File: config.mk
export PLATFORM = sky130hd
export DESIGN_NAME = irq_accept_unit
export DESIGN_NICKNAME = d
export VERILOG_FILES = /design/src/rtl/irq_accept_pkg.sv /design/src/rtl/irq_eligible.sv /design/src/rtl/irq_lowest_pick.sv /design/src/rtl/irq_entry_seq.sv /design/src/rtl/irq_accept_unit.sv
export SDC_FILE = /design/constraint.sdc
export NUM_CORES = 1
export LEC_CHECK = 0
export BUFFER_PORTS_ARGS = -buffer_cell sky130_fd_sc_hd__buf_2
export CORE_MARGIN = 10
export CORE_UTILIZATION = 53
export DETAILED_ROUTE_END_ITERATION = 10
export HOLD_SLACK_MARGIN = 0.12
export PLACE_DENSITY_LB_ADDON = 0.05
export RECOVER_POWER = 25
export SLEW_MARGIN = 20
export SYNTH_ARGS = -nofsm -noshare
export SYNTH_HDL_FRONTEND = slang
export SYNTH_SLANG_ARGS = --single-unit
export TNS_END_PERCENT = 100
File: constraint.sdc
create_clock -name clk -period 5.2 [get_ports clk]
set_clock_uncertainty 0.2 [all_clocks]
set_input_delay 0.26 -clock clk [delete_from_list [all_inputs] [get_ports clk]]
set_output_delay 0.26 -clock clk [all_outputs]
set_load 0.01 [all_outputs]
File: src/rtl/irq_accept_pkg.sv
package irq_accept_pkg;

  localparam int LVL_W = 3;
  localparam logic [LVL_W-1:0] LVL_TOP = '1;

  typedef logic [LVL_W-1:0] lvl_t;

  typedef enum logic [1:0] {
    PH_IDLE     = 2'd0,
    PH_PUSH_PC  = 2'd1,
    PH_PUSH_SR  = 2'd2,
    PH_WAIT_ACK = 2'd3
  } phase_e;

  // Raise the mask by one step, staying at the top level once reached.
  function automatic lvl_t mask_step(input lvl_t cur);
    return (cur == LVL_TOP) ? cur : lvl_t'(cur + 1'b1);
  endfunction

endpackage

File: src/rtl/irq_eligible.sv
module irq_eligible
  import irq_accept_pkg::*;
#(
  parameter int                      N_SRC     = 6,
  parameter logic [N_SRC-1:0]        FIXED_EN  = 6'b000001,
  parameter logic [N_SRC*LVL_W-1:0]  FIXED_LVL = 18'd4
) (
  input  logic [N_SRC-1:0]       req,
  input  logic [N_SRC*LVL_W-1:0] level,
  input  lvl_t                   mask,
  output logic [N_SRC-1:0]       elig
);

  // One comparator per source; a source with a fixed level ignores its field.
  for (genvar i = 0; i < N_SRC; i++) begin : g_src
    lvl_t eff_lvl;
    if (FIXED_EN[i]) begin : g_fixed
      assign eff_lvl = FIXED_LVL[i*LVL_W +: LVL_W];
    end else begin : g_prog
      assign eff_lvl = level[i*LVL_W +: LVL_W];
    end
    assign elig[i] = req[i] && (mask <= eff_lvl);
  end

endmodule

File: src/rtl/irq_lowest_pick.sv
module irq_lowest_pick #(
  parameter int N_SRC = 6,
  localparam int SEL_W = (N_SRC > 1) ? $clog2(N_SRC) : 1
) (
  input  logic [N_SRC-1:0] elig,
  output logic [N_SRC-1:0] onehot,
  output logic [SEL_W-1:0] sel,
  output logic             any
);

  // Isolate the lowest set bit.
  assign onehot = elig & (~elig + 1'b1);
  assign any    = |elig;

  always_comb begin
    sel = '0;
    for (int i = N_SRC - 1; i >= 0; i--) begin
      if (elig[i]) sel = SEL_W'(i);
    end
  end

endmodule

File: src/rtl/irq_entry_seq.sv
module irq_entry_seq
  import irq_accept_pkg::*;
#(
  parameter int                  N_SRC       = 6,
  parameter int                  SR_W        = 16,
  parameter int                  PC_W        = 32,
  parameter int                  ADDR_W      = 24,
  parameter int                  IDX_W       = 8,
  parameter int                  MASK_LSB    = 12,
  parameter int                  VEC_SHIFT   = 2,
  parameter logic [ADDR_W-1:0]   VEC_BASE    = 24'h006FB8,
  parameter logic [N_SRC*IDX_W-1:0] SRC_VEC_IDX = {8'd12, 8'd10, 8'd9, 8'd8, 8'd7, 8'd5},
  localparam int SEL_W = (N_SRC > 1) ? $clog2(N_SRC) : 1
) (
  input  logic              clk,
  input  logic              rst,
  input  logic              any,
  input  logic [N_SRC-1:0]  onehot,
  input  logic [SEL_W-1:0]  sel,
  input  logic [SR_W-1:0]   status_in,
  input  logic [PC_W-1:0]   pc_in,
  input  logic              core_ack,
  output logic              take_pulse,
  output logic [N_SRC-1:0]  take_grant,
  output logic [ADDR_W-1:0] vec_addr,
  output lvl_t              new_mask,
  output logic [SR_W-1:0]   new_status,
  output logic              push_valid,
  output logic              push_is_status,
  output logic [PC_W-1:0]   push_data,
  output logic              entry_busy
);

  phase_e          phase;
  logic [SR_W-1:0] sr_saved;
  lvl_t            cur_mask;
  lvl_t            next_mask;
  logic [IDX_W-1:0] win_idx;
  logic [ADDR_W-1:0] win_addr;
  logic [SR_W-1:0] upd_status;

  assign cur_mask  = status_in[MASK_LSB +: LVL_W];
  assign next_mask = mask_step(cur_mask);
  assign win_idx   = SRC_VEC_IDX[sel*IDX_W +: IDX_W];
  assign win_addr  = VEC_BASE + (ADDR_W'(win_idx) << VEC_SHIFT);

  always_comb begin
    upd_status = status_in;
    upd_status[MASK_LSB +: LVL_W] = next_mask;
  end

  always_ff @(posedge clk) begin
    if (rst) begin
      phase          <= PH_IDLE;
      take_pulse     <= 1'b0;
      take_grant     <= '0;
      vec_addr       <= '0;
      new_mask       <= '0;
      new_status     <= '0;
      sr_saved       <= '0;
      push_valid     <= 1'b0;
      push_is_status <= 1'b0;
      push_data      <= '0;
    end else begin
      case (phase)
        PH_IDLE: begin
          if (any) begin
            phase          <= PH_PUSH_PC;
            take_pulse     <= 1'b1;
            take_grant     <= onehot;
            vec_addr       <= win_addr;
            new_mask       <= next_mask;
            new_status     <= upd_status;
            sr_saved       <= status_in;
            push_valid     <= 1'b1;
            push_is_status <= 1'b0;
            push_data      <= pc_in;
          end
        end
        PH_PUSH_PC: begin
          phase          <= PH_PUSH_SR;
          take_pulse     <= 1'b0;
          take_grant     <= '0;
          push_is_status <= 1'b1;
          push_data      <= PC_W'(sr_saved);
        end
        PH_PUSH_SR: begin
          phase          <= PH_WAIT_ACK;
          push_valid     <= 1'b0;
          push_is_status <= 1'b0;
          push_data      <= '0;
        end
        default: begin
          if (core_ack) phase <= PH_IDLE;
        end
      endcase
    end
  end

  assign entry_busy = (phase != PH_IDLE);

endmodule

File: src/rtl/irq_accept_unit.sv
module irq_accept_unit
  import irq_accept_pkg::*;
#(
  parameter int                     N_SRC       = 6,
  parameter int                     SR_W        = 16,
  parameter int                     PC_W        = 32,
  parameter int                     ADDR_W      = 24,
  parameter int                     IDX_W       = 8,
  parameter int                     MASK_LSB    = 12,
  parameter int                     VEC_SHIFT   = 2,
  parameter logic [ADDR_W-1:0]      VEC_BASE    = 24'h006FB8,
  parameter logic [N_SRC*IDX_W-1:0] SRC_VEC_IDX = {8'd12, 8'd10, 8'd9, 8'd8, 8'd7, 8'd5},
  parameter logic [N_SRC-1:0]       FIXED_EN    = 6'b000001,
  parameter logic [N_SRC*LVL_W-1:0] FIXED_LVL   = 18'd4,
  localparam int SEL_W = (N_SRC > 1) ? $clog2(N_SRC) : 1
) (
  input  logic                   clk,
  input  logic                   rst,
  input  logic [SR_W-1:0]        status_in,
  input  logic [PC_W-1:0]        pc_in,
  input  logic [N_SRC-1:0]       src_req,
  input  logic [N_SRC*LVL_W-1:0] src_level,
  input  logic                   core_ack,
  output logic                   take_pulse,
  output logic [N_SRC-1:0]       take_grant,
  output logic [ADDR_W-1:0]      vec_addr,
  output logic [LVL_W-1:0]       new_mask,
  output logic [SR_W-1:0]        new_status,
  output logic                   push_valid,
  output logic                   push_is_status,
  output logic [PC_W-1:0]        push_data,
  output logic                   entry_busy
);

  logic [N_SRC-1:0] elig;
  logic [N_SRC-1:0] onehot;
  logic [SEL_W-1:0] sel;
  logic             any;

  irq_eligible #(
    .N_SRC    (N_SRC),
    .FIXED_EN (FIXED_EN),
    .FIXED_LVL(FIXED_LVL)
  ) u_elig (
    .req  (src_req),
    .level(src_level),
    .mask (status_in[MASK_LSB +: LVL_W]),
    .elig (elig)
  );

  irq_lowest_pick #(.N_SRC(N_SRC)) u_pick (
    .elig  (elig),
    .onehot(onehot),
    .sel   (sel),
    .any   (any)
  );

  irq_entry_seq #(
    .N_SRC      (N_SRC),
    .SR_W       (SR_W),
    .PC_W       (PC_W),
    .ADDR_W     (ADDR_W),
    .IDX_W      (IDX_W),
    .MASK_LSB   (MASK_LSB),
    .VEC_SHIFT  (VEC_SHIFT),
    .VEC_BASE   (VEC_BASE),
    .SRC_VEC_IDX(SRC_VEC_IDX)
  ) u_seq (
    .clk           (clk),
    .rst           (rst),
    .any           (any),
    .onehot        (onehot),
    .sel           (sel),
    .status_in     (status_in),
    .pc_in         (pc_in),
    .core_ack      (core_ack),
    .take_pulse    (take_pulse),
    .take_grant    (take_grant),
    .vec_addr      (vec_addr),
    .new_mask      (new_mask),
    .new_status    (new_status),
    .push_valid    (push_valid),
    .push_is_status(push_is_status),
    .push_data     (push_data),
    .entry_busy    (entry_busy)
  );

endmodule

==> results of run 1 <==
where the power goes:
part | total [mW] | switching (mW) | internal (mW) | leakage (nW)
combinational | 0.996 | 0.554 | 0.442 | 1.76
clock | 0.439 | 0.216 | 0.224 | 0.104
sequential | 0.795 | 0.104 | 0.691 | 0.561
total | 2.23 | 0.874 | 1.36 | 2.42
stage by stage:
stage	util (%)	hold WS (ps)	cell area [µm²]	total power, mW
final	69.2	134	5020	2.23
after global routing	69.2	143	5020	2.40
after CTS	69.8	127	5060	2.28
after detailed placement	61.7	244	4470	1.81
after global placement	61.7	239	4470	1.79
after floorplan	-	202	4020	1.55
worst max-delay path, stage by stage:
cell and delay (ps):
dlygate4sd3_1 550, buf_2 160, inv_1 190, ha_1 280
nand3_1 80, o21ai_0 80, o21a_1 270, nor2_1 450
a21o_1 740, mux2_2 410
worst paths after layout:
| kind | cells after the start | to | start |
|---|---|---|---|
| setup / recovery | 10 | u_seq.push_data[5] | status_in[12] |
| hold / removal | 4 | u_seq.push_data[7] | pc_in[7] |
| setup reg to reg | 5 | u_seq.push_data[5] | u_seq.phase[1] |
| hold reg to reg | 2 | u_seq.take_grant[3] | u_seq.take_grant[3] |
layer usage:
metal	global-route usage, %	up-vias
li1	-	1764
met1	21.6	1600
met2	30.9	105
met3	7.49	11
met4	4.64	0
met5	0	-
registers in the layout, indices dropped and copies added (netlist names):
signal                flops
u_seq.push_is_status      1
u_seq.phase               2
u_seq.take_pulse          1
u_seq.push_valid          1
u_seq.take_grant          6
u_seq.new_status         16
u_seq.push_data          32
u_seq.sr_saved            3
u_seq.vec_addr            6
cell usage in the layout, fill, tap and decap left out, types with 22 or more instances in the layout:
master,netlist,layout
buf_2,2,109
nand2_1,61,61
nor2b_1,28,28
inv_1,24,24
mux2i_1,34,34
dlygate4sd3_1,0,39
dfxtp_1,68,68
ha_1,22,22
clkbuf_1,20,35
repair_timing:
action / in CTS / in global routing
resized for setup: 0 / 0
hold buffers: 39 / 0
setup buffers: 0 / 0
endpoints found under the hold margin: 40 / 0
area by class of cell:
cell class,count,area share (%)
Clock buffer,9,2.47
Clock inverter,7,1.50
Timing Repair Buffer,184,21.4
Sequential cell,68,27.1
Inverter,26,1.97
Tap cell,99,2.47
Multi-Input combinational cell,307,43.1
kinds of logic after synthesis:
family / after synthesis / share of synthesized area [%]
buffers and inverters: 86 / 12.4
AO/OA/AOI/OAI: 59 / 11.1
AND/OR/NAND/NOR: 162 / 20.7
other: 1 / 0.0944
multiplexers: 51 / 14.3
XOR/XNOR: 1 / 0.220
flip-flops: 68 / 34.3
adder cells (fa/ha/maj): 22 / 6.93
==> run metrics, run 1 <==
clk sink count 68; routed wl met2 5.19 mm; post-synthesis sequential area ratio 34.3%; Critical Path RT 5230 ps; Placed Instances 645; port bufs 144; power density over the cells 444 nW/µm²; area share of the largest cell type after synthesis 34.3%; CTS tree yes; FF/Latch Area 1360 µm²; Tcrit/Tclk final 66.1%; vias in the first global route 3631; initial antenna violation count 1; critical path arrival 3470 ps; initial core utilization 54.8%; Met1 Wirelength 4.57 mm; clock root buffer clkbuf_8; number of diodes 0; Layout Cells excl Fill 700; number of synthesized register bits 68; Routed WL per cell 15.3 µm; share of layout cells above drive strength 1 25.8%; most common cell in the netlist dfxtp_1; total gr overflow 0; # rows 31; placer congestion estimate 0.771; RSZ-0062 raised after global routing false; H-tree levels 3; met3 WL post-DR 838 µm; drt first pass iters 5; Multi-input gate area 2160 µm²; Worst VDD drop 0.203 mV; crit-path max FO 16; nets 693; final hold vios 0; critical path startpoint category input port; largest cells by area after synthesis dfxtp_1, mux2i_1, ha_1; Clk Latency, worst-skew pair 340 ps; die height 107 µm; Area growth syn-to-layout 26.4%; setup_tns 0 ps; largest net degree at the start of global routing 74; max-cap violations 0; Post-Syn Area 3970 µm²; Yosys warnings 0; Core Box Area 7250 µm²; highest routed layer met4; Final min period 3440 ps; HP Class in -> reg; Antenna Nets Post-Route 0; Primary FF master, synth dfxtp_1; clock transition at the registers of the reported paths 70 ps; Reg2Reg Setup Slack 2410 ps; dpl ws 1970 ps; relative max-transition margin 36.9%; Max Clk Rate 291 MHz; Tightest Pin Transition 946 ps; detailed-route via count 3480; Detail Placement HPWL 7.64 mm; GR Util All Layers 18.5%; first-pass GRT wire length 17.7 mm; Final WS setup 1760 ps; cell count after synthesis 450; Synth top cells by count dfxtp_1, nand2_1, buf_4, mux2i_1, nor2b_1; count of flip-flops with a built-in enable after synthesis 0; Yosys cell types 48; Num CTS Buffers 9; Final setup viols 0; crit end category register; final max-slew violation count 0; Filler Cell Count 654; status complete, no violations; Die X 107 µm; Lkg Pwr 2.42 nW; Synth async-reset ratio 0%; Post-Syn Area per Cell 8.83 µm²; critical path class in -> reg; final wirelength 10.7 mm; DR iter-0 viols 197; I/O Pins 160; Die ar. 11400 µm²; DR vias/cell 4.97; # DRC 0; CTS Buffer Depth 2; biggest area consumer among synthesized cells dfxtp_1
Power figures use the tool's default switching activity.
==> inputs of run 2 (changes only) <==
--- a/config.mk
+++ b/config.mk
@@ -5,9 +5,10 @@
 export SDC_FILE = /design/constraint.sdc
 export NUM_CORES = 1
 export LEC_CHECK = 0
+export ABC_AREA = 1
 export BUFFER_PORTS_ARGS = -buffer_cell sky130_fd_sc_hd__buf_2
 export CORE_MARGIN = 10
-export CORE_UTILIZATION = 53
+export CORE_UTILIZATION = 48
 export DETAILED_ROUTE_END_ITERATION = 10
 export HOLD_SLACK_MARGIN = 0.12
 export PLACE_DENSITY_LB_ADDON = 0.05
==> constraint.sdc (replaced) <==
create_clock -name clk -period 3.2 [get_ports clk]
set_clock_uncertainty 0.2 [all_clocks]
set_input_delay 0.16 -clock clk [delete_from_list [all_inputs] [get_ports clk]]
set_output_delay 0.16 -clock clk [all_outputs]
set_load 0.01 [all_outputs]
==> run metrics, run 2 <==
internal power 2.15 mW (+59%); Seq pwr share 34.1% (-1.6 points); critical path class in -> reg; crit-path max FO 41 (+25); area share of the largest cell type after synthesis 37.3% (+3.0 points); clock root buffer clkbuf_8; HP Class in -> reg; Tcrit/Tclk final 89.4%; highest-count cells in the layout ignoring fill and taps nand2_1, buf_2, dfxtp_1; dpl ws 629 ps (-1350 ps); Comb pwr share 49.7% (+5.0 points); max reg flops 32 (unchanged); clock share of power 16.2% (-3.5 points); number of synthesized register bits 68 (unchanged); total gr overflow 0 (unchanged); cell count after synthesis 503 (+12%); GR Util All Layers 18.7% (+0.16 points); Detail Placement HPWL 7.68 mm (+0.45%); Core Box Area 7330 µm² (+1.1%); Total Power 3.90 mW (+75%); largest net degree at the start of global routing 48 (-35%); placer congestion estimate 0.805 (+4.4%); power density over the cells 793 nW/µm² (+78%); DR iter-0 viols 220 (+12%); H-tree levels 3 (unchanged); # rows 31 (unchanged); nets 773 (+12%); Synth top cells by count nand2_1, dfxtp_1, a21oi_1; critical path startpoint category input port; relative max-transition margin 62.9% (+26 points); most common cell in the netlist nand2_1; Sw Ratio 44.8% (+5.7 points); Lkg Pwr 2.44 nW (+0.61%); Synth Area in Simple Gates 29.4% (+8.7 points); port bufs 144 (unchanged); max incr delay on CP 530 ps (-210 ps); worst hold endpoint u_seq.vec_addr[5]; first-pass GRT wire length 17.9 mm (+1.1%); Max Clk Rate 349 MHz; kind of cell adding the most delay to the critical path simple AND/OR/NAND/NOR gates; Primary FF master, synth dfxtp_1; commonest non-fill, non-tap cell in the layout nand2_1; Hold Crit Start src_req[5]; Area growth syn-to-layout 34.9%; Tightest Pin Transition 556 ps (-390 ps); worst reg2reg path endpoint u_seq.push_data[7]; DR vias/cell 4.84 (-2.7%); die height 107 µm (+0.59%); biggest area consumer among synthesized cells dfxtp_1; Critical Path RT 3260 ps (-1970 ps); detailed-route via count 3772 (+8.4%); Post-Syn Area per Cell 7.26 µm² (-18%); initial core utilization 49.8% (-5.0 points); clock transition at the registers of the reported paths 70 ps (about the same); Reg2Reg Setup Slack 760 ps (-1650 ps); number of diodes 0 (unchanged); CP max stage cell dlygate4sd3_1; setup_tns 0 ps (unchanged); largest family of logic cells by synthesized area simple AND/OR/NAND/NOR gates; post-synthesis sequential area ratio 37.3% (+3.0 points); CTS tree yes; Worst Reg-to-Reg Cells 9 (+4); xor/xnor share of the synthesized area 0.240% (+0.019 points); count of flip-flops with a built-in enable after synthesis 0 (unchanged); share of layout cells above drive strength 1 22.2% (-3.6 points); critical path arrival 2920 ps (-550 ps); Post-Synth Adder-Cell Area 7.54% (+0.61 points); Worst VDD drop 0.401 mV (+98%); Largest regs u_seq.push_data (32), u_seq.new_status (16); Synth async-reset ratio 0% (unchanged); I/O Pins 160 (unchanged); largest cells by area after synthesis dfxtp_1, nand2_1, buf_4; multiplexer share of the synthesized area 0% (-14 points); Yosys warnings 0 (unchanged); Die X 107 µm (+0.59%); drt first pass iters 4 (-1); CTS Buffer Depth 2 (unchanged); Final min period 2860 ps; Routed WL per cell 14.2 µm (-7.4%); Num CTS Buffers 9 (unchanged); Final WS setup 338 ps (-1420 ps); Top cell by count, worst path nand2_1; final wirelength 11.1 mm (+3.2%); switching power 1.75 mW (+100%); Post-Syn Area 3650 µm² (-8.1%); clk sink count 68 (unchanged); initial antenna violation count 0 (-1); complex-gate fraction of the synthesized area 10.9% (-0.12 points); Worst Path Buf+Inv 4 (+1); final hold vios 0 (unchanged); Yosys cell types 25 (-48%); # DRC 0 (unchanged); status complete, no violations; Final setup viols 0 (unchanged); Clk Latency, worst-skew pair 340 ps (about the same); max-cap violations 0 (unchanged); RSZ-0062 raised after global routing false; Worst R2R Start u_seq.phase[0]; CP Cell Sequence dlygate4sd3_1 -> buf_4 -> clkinvlp_4 -> buf_4 -> ha_1 -> nand3b_1 -> nand2_1 -> nand2_1 -> nand2_2 -> nand2_1 -> nor2_1 -> nand2_4 -> nand2_4 -> nand2_1 -> a21oi_1; worst hold path cell count 5 (+1); Most flops, register u_seq.push_data; Filler Cell Count 692 (+5.8%); final max-slew violation count 0 (unchanged); Die ar. 11500 µm² (+1.2%); crit end category register; Antenna Nets Post-Route 0 (unchanged); vias in the first global route 3645 (+0.39%)
==> run 2: cell types whose count changed in the layout (fill, tap and decap cells not counted), moves of 21 or more <==
cell     before  now
a21oi_1      20   53
nand2_1      61  112
nor2b_1      28    0
nor2_1       14   50
nand3_1      20   41
mux2i_1      34    0
==> run 2: layout make-up <==
| class | count | area (µm²) | share of cell area [%] |
|---|---|---|---|
| multi-input combinational | 353 | 1810 | 36.7 |
| sequential | 68 | 1360 | 27.6 |
| timing repair buffer | 213 | 1340 | 27.1 |
| clock buffer | 10 | 138 | 2.79 |
| tap | 99 | 124 | 2.52 |
| inverter | 31 | 120 | 2.44 |
| clock inverter | 6 | 40.0 | 0.813 |
==> run 2: repair_timing <==
item,CTS,global route
endpoints found under the hold margin,59,0
endpoints found under the setup margin,0,1
gates resized for setup,0,3
buffers inserted,0,7
hold buffers,56,0
==> run 2: cells by family (layout without fill, tap and decap cells) <==
kind of cell / Yosys count / count (layout)
other cells: 1 / 12
fa+ha+maj: 22 / 22
compound gates: 78 / 78
flops: 68 / 68
buf+inv: 93 / 260
simple gates: 240 / 240
xor+xnor: 1 / 1
==> run 2: tightest hold or removal path, cell delays in order <==
cell     delay, ps
buf_2          100
nand2_1         50
nand2_1        110
a21oi_1        150
nor3_1          60
==> run 2: worst max-delay path by stage <==
stage,from,to,depth (start not counted)
final,status_in[12],u_seq.push_data[19],15
after global routing,status_in[12],u_seq.push_data[5],16
after CTS,status_in[12],u_seq.vec_addr[3],16
after detailed placement,status_in[12],u_seq.push_data[5],13
after global placement,status_in[12],u_seq.push_data[19],12
after floorplan,u_seq.phase[0],u_seq.push_data[13],9
==> run 2: per-layer routing <==
metal | wire length (µm) | up-vias | GRT usage (%)
li1 | - | 1946 | -
met1 | 4760 | 1672 | 23.4
met2 | 5330 | 148 | 30.4
met3 | 881 | 6 | 5.75
met4 | 95 | 0 | 4.93
met5 | 0 | - | 0
==> run 2: power by group through the flow <==
stage / clock network, mW / logic [mW] / registers, mW
2_1_floorplan: 0 / 1.34 / 1.42
3_3_place_gp: 0 / 1.89 / 1.34
3_5_place_dp: 0 / 1.91 / 1.34
4_1_cts: 0.657 / 1.99 / 1.33
5_1_grt: 0.691 / 2.21 / 1.37
6_report: 0.630 / 1.94 / 1.33
==> run 2: through the flow <==
step	util (%)	cells	hold slack [ps]	cell area, µm²
3_5_place_dp	57.0	702	216	4180
3_3_place_gp	57.0	702	212	4180
5_1_grt	67.2	780	183	4920
2_1_floorplan	-	514	102	3690
4_1_cts	67.0	774	123	4910
6_report	67.2	780	152	4920
==> inputs of run 3 (changes only) <==
--- a/config.mk
+++ b/config.mk
@@ -7,6 +7,7 @@
 export LEC_CHECK = 0
 export ABC_AREA = 1
 export BUFFER_PORTS_ARGS = -buffer_cell sky130_fd_sc_hd__buf_2
+export CORE_ASPECT_RATIO = 0.7
 export CORE_MARGIN = 10
 export CORE_UTILIZATION = 48
 export DETAILED_ROUTE_END_ITERATION = 10
==> run metrics, run 3 (same netlist as run 2, synthesis figures left out) <==
highest-count cells in the layout ignoring fill and taps nand2_1, buf_2, dfxtp_1; # rows 26 (-16%); clock root buffer clkbuf_8; initial core utilization 49.7% (-0.14 points); Min Hold Slack 130 ps (-22.0 ps); DR vias/cell 4.85 (+0.20%); Layout Cells excl Fill 770 (-1.3%); Seq pwr share 33.6% (-0.5 points); Final min period 2640 ps (-218 ps); final wirelength 11.2 mm (+1.6%); placer congestion estimate 0.816 (+1.4%); H-tree levels 3 (unchanged); commonest non-fill, non-tap cell in the layout nand2_1; clk sink count 68 (unchanged); vias in the first global route 3674 (+0.80%); clock transition at the registers of the reported paths 70 ps (about the same); Filler Cell Count 697 (+0.72%); largest net degree at the start of global routing 47 (-2.1%); Comb pwr share 48.1% (-1.6 points); internal power 2.23 mW (+3.6%); clock share of power 18.3% (+2.1 points); Most flops, register u_seq.push_data; critical path class in -> reg; Placed Instances 700 (-0.28%); port bufs 144 (unchanged); first-pass GRT wire length 18.4 mm (+2.8%); final max-slew violation count 0 (unchanged); dpl cell area 4170 µm² (-0.21%); Worst VDD drop 0.509 mV (+27%); Final WS setup 556 ps (+218 ps); Clk Latency, worst-skew pair 330 ps (about the same); max-cap violations 0 (unchanged); initial antenna violation count 1 (+1); CTS Buffer Depth 2 (unchanged); Core Box Area 7350 µm² (+0.29%); setup_tns 0 ps (unchanged); Routed WL per cell 14.6 µm (+2.9%); max reg flops 32 (unchanged); relative max-transition margin 58.0% (-4.9 points); Largest regs u_seq.push_data (32), u_seq.new_status (16); crit end category register; # DRC 0 (unchanged); Critical Path RT 3260 ps (about the same); I/O Pins 160 (unchanged); RSZ-0062 raised after global routing false; post-route design area 4870 µm² (-1.2%); share of layout cells above drive strength 1 21.3% (-0.86 points); Multi-input gate area 1800 µm² (-0.28%); Area growth syn-to-layout 33.3%; Die ar. 11600 µm² (+0.48%); FF/Latch Area 1360 µm² (unchanged); Die X 124 µm (+16%); detailed-route via count 3731 (-1.1%); Tightest Pin Transition 629 ps (+73.2 ps); Antenna Nets Post-Route 0 (unchanged); status complete, no violations; Tcrit/Tclk final 82.6% (-6.8 points); critical path arrival 2710 ps (-210 ps); Detail Placement HPWL 7.90 mm (+2.9%); drt first pass iters 4 (unchanged); total gr overflow 0 (unchanged); critical path startpoint category input port; nets 763 (-1.3%); Final setup viols 0 (unchanged); CTS tree yes; switching power 1.75 mW (-0.24%); dpl ws 545 ps (-83.3 ps); DR iter-0 viols 227 (+3.2%); Num CTS Buffers 9 (unchanged); Max Clk Rate 378 MHz (+8.2%); power density over the cells 817 nW/µm² (+3.1%); Sw Ratio 43.9% (-0.94 points); crit-path max FO 17 (-59%); final hold vios 0 (unchanged); GR Util All Layers 18.7% (about the same); HP Class in -> reg; die height 93.0 µm (-13%); Lkg Pwr 2.42 nW (-0.82%)
-- run 3: changes by cell type in the layout (fill, tap and decap cells not counted), sizes merged --
cell / change
clkinv: -2
clkbuf: +1
buf: -8
dlygate4sd3: -2
inv: +3
bufinv: +1
diode: +1
clkinvlp: -3
-- run 3: worst paths after layout --
path,startpoint,slack [ps],cells past startpoint,endpoint
hold / removal,src_req[5],130,5,u_seq.vec_addr[5]
setup reg to reg,u_seq.phase[0],840,9,u_seq.push_data[1]
hold reg to reg,u_seq.push_data[3],260,2,u_seq.push_data[3]
setup / recovery,status_in[14],560,13,u_seq.vec_addr[4]
-- run 3: power by group through the flow --
| stage | Clock (mW) | Combinational [mW] | Sequential (mW) |
|---|---|---|---|
| floorplan | 0 | 1.34 | 1.42 |
| global placement | 0 | 1.89 | 1.34 |
| detailed placement | 0 | 1.92 | 1.35 |
| CTS | 0.745 | 1.98 | 1.33 |
| global route | 0.782 | 2.18 | 1.38 |
| finish | 0.726 | 1.91 | 1.34 |
-- run 3: per-layer routing --
metal  vias up  part of all wire, %  GRT usage (%)
met5         -                    0              0
met4         0                  1.6           5.42
met3        14                  5.8           5.53
met2       104                   47           30.7
met1      1684                   45           23.4
li1       1929                    -              -
-- run 3: worst max-delay path, cell delays in order --
cell and delay [ps]:
dlygate4sd3_1 540, buf_2 190, ha_1 350, a21oi_1 140, nand2_1 90, nand2_1 70, nand2_1 50, nand2_1 120
inv_1 90, a21oi_2 370, buf_4 310, o21ai_0 120, nor2_1 110
-- run 3: area by class of cell --
class                   instances  area share (%)
clock buffers                  11            3.11
inverters                      31            2.39
well taps                      98            2.52
repair buffers                203            25.7
multi-input cells             353            37.0
clock inverters                 5            1.21
diodes                          1          0.0514
flip-flops and latches         68            28.0
-- run 3: per-stage QoR --
stage	power, mW	utilization, %
3_3_place_gp	3.23	56.7
5_1_grt	4.34	66.2
4_1_cts	4.05	66.8
3_5_place_dp	3.26	56.7
6_report	3.98	66.2
2_1_floorplan	2.76	-
-- run 3: repair_timing --
item | in CTS | in global routing
buffers inserted | 0 | 0
gates resized for setup | 0 | 0
hold endpoints to repair | 58 | 0
endpoints found under the setup margin | 0 | 0
hold buffers | 53 | 0
